==> src/rtl/comma_lock_pkg.sv <==
package comma_lock_pkg;
  localparam int SYM_W = 10;
  // comma symbol with the first received bit in bit 0
  localparam logic [SYM_W-1:0] COMMA_POS = 10'b0101111100;
  localparam logic [SYM_W-1:0] COMMA_NEG = ~COMMA_POS;
endpackage

==> src/rtl/comma_scan.sv <==
module comma_scan
  import comma_lock_pkg::*;
#(
  parameter int WORD_W = 32,
  parameter int HIT_W  = $clog2(WORD_W + 1)
) (
  input  logic              clk,
  input  logic              rst,
  input  logic              clr,
  input  logic              vld,
  input  logic [WORD_W-1:0] din,
  output logic [HIT_W-1:0]  hits
);
  localparam int HIST_W = SYM_W - 1;
  localparam int EXT_W  = WORD_W + HIST_W;

  logic [HIST_W-1:0] hist;
  logic [EXT_W-1:0]  ext;
  logic [WORD_W-1:0] match;

  assign ext = {din, hist};

  // one comparator pair per start position; positions 0..8 straddle
  for (genvar g = 0; g < WORD_W; g++) begin : g_pos
    assign match[g] = (ext[g +: SYM_W] == COMMA_POS) ||
                      (ext[g +: SYM_W] == COMMA_NEG);
  end

  always_comb begin
    hits = '0;
    for (int i = 0; i < WORD_W; i++) begin
      if (match[i]) hits = hits + HIT_W'(1);
    end
  end

  always_ff @(posedge clk) begin
    if (rst || clr)  hist <= '0;
    else if (vld)    hist <= din[WORD_W-1 -: HIST_W];
  end

  assert_hist_clear_R8: assert property (@(posedge clk) disable iff (rst)
    clr |=> hist == '0);
  assert_hit_seen_R2: assert property (@(posedge clk) disable iff (rst)
    (|match) |-> hits != '0);
endmodule

==> config.mk <==
export PLATFORM = sky130hd
export DESIGN_NAME = comma_scan
export DESIGN_NICKNAME = d
export VERILOG_FILES = /design/src/rtl/comma_lock_pkg.sv /design/src/rtl/comma_scan.sv
export SDC_FILE = /design/constraint.sdc
export NUM_CORES = 1
export LEC_CHECK = 0
export BUFFER_PORTS_ARGS = -buffer_cell sky130_fd_sc_hd__buf_4
export CORE_MARGIN = 1
export CORE_UTILIZATION = 30
export CTS_CLUSTER_SIZE = 24
export DETAILED_ROUTE_END_ITERATION = 8
export PLACE_DENSITY_LB_ADDON = 0.12
export SETUP_SLACK_MARGIN = 0.1
export SYNTH_ARGS = -nofsm -noshare
export SYNTH_HDL_FRONTEND = slang
export SYNTH_SLANG_ARGS = --single-unit
==> constraint.sdc <==
create_clock -name clk -period 22.6 [get_ports clk]
set_input_delay 1.13 -clock clk [delete_from_list [all_inputs] [get_ports clk]]
set_output_delay 1.13 -clock clk [all_outputs]
set_load 0.05 [all_outputs]
==> key figures <==
Setup path
  • CP endpoint: hits[4]
  • Slowest CP cell: a2111oi_0
  • Worst R2R Path Depth: 2
  • Data required, critical path: 21470 ps
  • Reg-to-Reg Start: hist[8]$_SDFFE_PP0P_
  • CP peak stage delay: around 620 ps
  • CP Launch Type: input pin
  • Crit Path Class: input pin to output pin
  • Critical Path Sink Type: output pin
  • CP startpoint: din[0]
  • Critical Path Most Common Cell: ha_1
  • Worst-path fanout max: 21
  • FF-to-FF End: hist[8]$_SDFFE_PP0P_
  • R2R setup slack: 21540 ps
  • CP arrival: 18580 ps

Power
  • Leakage Power: 2.28 nW
  • Pwr dens: 15.1 mW/mm^2
  • VDD IR max: ~0.018 mV

Timing
  • Final setup fails: 0
  • Fmax: 50.7 MHz
  • Final hold violations: 0
  • Final setup skew: 0 ps
  • RSZ-0062 raised after global routing: false
  • Final period util: 0.872
  • Final Critical Period: 19710 ps
  • Worst-margin pin slew: 966 ps
  • Slew Viols, Final: 0
  • Fin Setup TNS: 0 ps
  • Worst slew margin: 0.348

GRT
  • Initial antenna violation count: 0
  • Gr usage total: 0.188
  • Largest net degree at the start of global routing: 24
  • Global route overflow: 0
  • Global-route wire length before repair: 26900 um
  • Vias in the first global route: 5183

Yosys
  • Cell variety after synth: 97
  • Yosys reg bits: 9
  • Number of synthesized flops with an enable pin: 0
  • Xor/xnor share of the synthesized area: 0.105
  • Synth top area cells: ha_1 7.7%, nand4_1 5.0%, xnor2_1 4.4%, nor2_1 4.3%, nand2_1 4.1%
  • Seq/Total Area, Yosys: 0.0359
  • Net Count, Synth: 740
  • Simple-gate share of the synthesized area: 0.449
  • Main combinational cell family by area after synthesis: simple AND/OR/NAND/NOR gates
  • Mux cell area share after synthesis: 0.0441
  • Synth Area in Adders: 0.0773
  • Synth Area in Compound Gates: 0.231
  • Most frequent cell after synthesis: nor2_1
  • Warning count from the yosys run: 0
  • Share of the synthesized area in the top cell type: 0.0773
  • Avg Cell Area, Syn: 7.46 um^2
  • Synth Instances: 673
  • Cell taking the most area after synthesis: ha_1
  • Top cells by count, synth: 58 x nor2_1, 55 x nand2_1, 40 x nand4_1
  • Share of flip-flops with an asynchronous set or reset: 0
  • Ys flop type: dfxtp_1
  • Netlist Area Pre-Place: 0.00502 mm^2

Die
  • Die footprint: 0.0173 mm^2
  • Core Area: 0.0161 mm^2
  • Die Ht: between 100 and 150 um
  • Initial core utilization: 0.311
  • Row Count: between 40 and 50
  • Die width: 131 um
  • Top Ports: 42

CTS
  • Cts bufs inserted: 3
  • Max H-tree Level: 1
  • Clk buf depth: 2
  • Post-CTS setup buffer count: 0
  • Clk sinks: 9
  • Cts repair resizes: 0
  • CTS tree: yes
  • CTS hold repair buffers: 0
  • Clock root cell: clkbuf_16
  • Clk pin slew, worst setup/hold paths: around 40 ps
  • Clock Latency Late Sink: 230 ps

Routing
  • Final ANT Viol Nets: 0
  • Wirelength, routed: between 15000 and 20000 um
  • DRC viols: 0
  • DR iter-0 viols: 340
  • Wire per inst: 18.4 um
  • Via density: 6.05
  • First-pass DRT Iterations: 5
  • Via Count: around 5400

Placed design
  • GP Congestion: 0.874
  • Port buffer count: 40
  • Detail Placement HPWL: 13400 um

Hold path
  • Class of the worst hold path: flop to flop
  • Hold path start: hist[1]$_SDFFE_PP0P_

Finish
  • Largest regs: hist x9
  • Largest Register: hist
  • Layout area overhead: 9.02%
  • Largest register FFs: 9
  • Fraction of layout cells with a size suffix above 1: 0.157
  • NumNets Final: approximately 750
  • Post-layout util: 0.340
  • ANT cells: 0

Run status
  • Status: finished clean

Flow run
  • Max capacitance violation total: 0
[power breakdown]
| part | internal [W] | switching, W |
|---|---|---|
| clock network | 0.0000235 | 0.00000673 |
| logic | 0.0000129 | 0.0000218 |
| registers | 0.0000165 | 0.00000131 |
[layout make-up]
class / instances / area [um^2]
fill: 1746 / 10600
clock buffer: 4 / 78.8
sequential: 9 / 180
inverter: 15 / 56.3
multi-input combinational: 608 / 4560
timing repair buffer: 44 / 330
tap: 216 / 270
[through the flow]
step / hold slack [ps] / worst slack [ps] / cell area (um^2) / power, W / std cells
2_1_floorplan: 466 / 4160 / 5020 / 0.0000408 / 673
3_3_place_gp: 514 / 3330 / 5390 / 0.0000519 / 892
3_5_place_dp: 536 / 2960 / 5390 / 0.0000524 / 892
4_1_cts: 544 / 2920 / 5470 / 0.0000831 / 896
5_1_grt: 575 / 1610 / 5470 / 0.0000882 / 896
6_report: 550 / 2890 / 5470 / 0.0000827 / 896
[layout by cell type (no fill, tap or decap), drive strengths merged, types with 7 or more instances in the layout]
| cell | count |
|---|---|
| nor2 | 59 |
| nand2 | 55 |
| buf | 44 |
| nand4 | 40 |
| ha | 31 |
| xnor2 | 25 |
| nor4b | 25 |
| xor2 | 22 |
| a21oi | 21 |
| nand4b | 20 |
| nand3 | 19 |
| nor3 | 18 |
| and2 | 17 |
| inv | 15 |
| or2 | 14 |
| o21ai | 13 |
| and3 | 12 |
| mux2i | 12 |
| o41ai | 12 |
| nand2b | 12 |
| nor4 | 12 |
| nor2b | 11 |
| a21o | 10 |
| nor3b | 9 |
| mux2 | 9 |
| dfxtp | 9 |
| a22o | 8 |
| or3 | 7 |
| and4 | 7 |
[worst max-delay path, delay by kind of cell]
kind	cells	cell delay, ps
XOR/XNOR	7	1240
AND/OR/NAND/NOR	16	2540
buffers and inverters	7	870
AO/OA/AOI/OAI	31	6680
multiplexers	6	1700
adder cells (fa/ha/maj)	15	4360
[metal layers]
metal | part of all wire | wire, um | GRT usage
met1 | 0.47 | 7780 | 0.257
met2 | 0.47 | 7760 | 0.320
met3 | 0.043 | 703 | 0.0174
met4 | 0.015 | 249 | 0.0394
met5 | 0 | 0 | 0
[logic make-up (layout without fill, tap and decap cells)]
| logic type | Yosys count | after routing |
|---|---|---|
| other | 1 | 1 |
| AO/OA/AOI/OAI | 145 | 145 |
| AND/OR/NAND/NOR | 360 | 360 |
| multiplexers | 21 | 21 |
| buffers and inverters | 56 | 63 |
| XOR/XNOR | 50 | 50 |
| adder cells (fa/ha/maj) | 31 | 31 |
| flip-flops | 9 | 9 |
[worst min-delay path by stage]
stage | to | slack [ps] | cells past startpoint
after floorplan | hist[1]$_SDFFE_PP0P_ | 470 | 2
after global placement | hist[1]$_SDFFE_PP0P_ | 510 | 2
after detailed placement | hist[1]$_SDFFE_PP0P_ | 540 | 2
after CTS | hist[1]$_SDFFE_PP0P_ | 540 | 2
after global routing | hist[0]$_SDFFE_PP0P_ | 580 | 2
final | hist[1]$_SDFFE_PP0P_ | 550 | 2
Power figures use the tool's default switching activity.
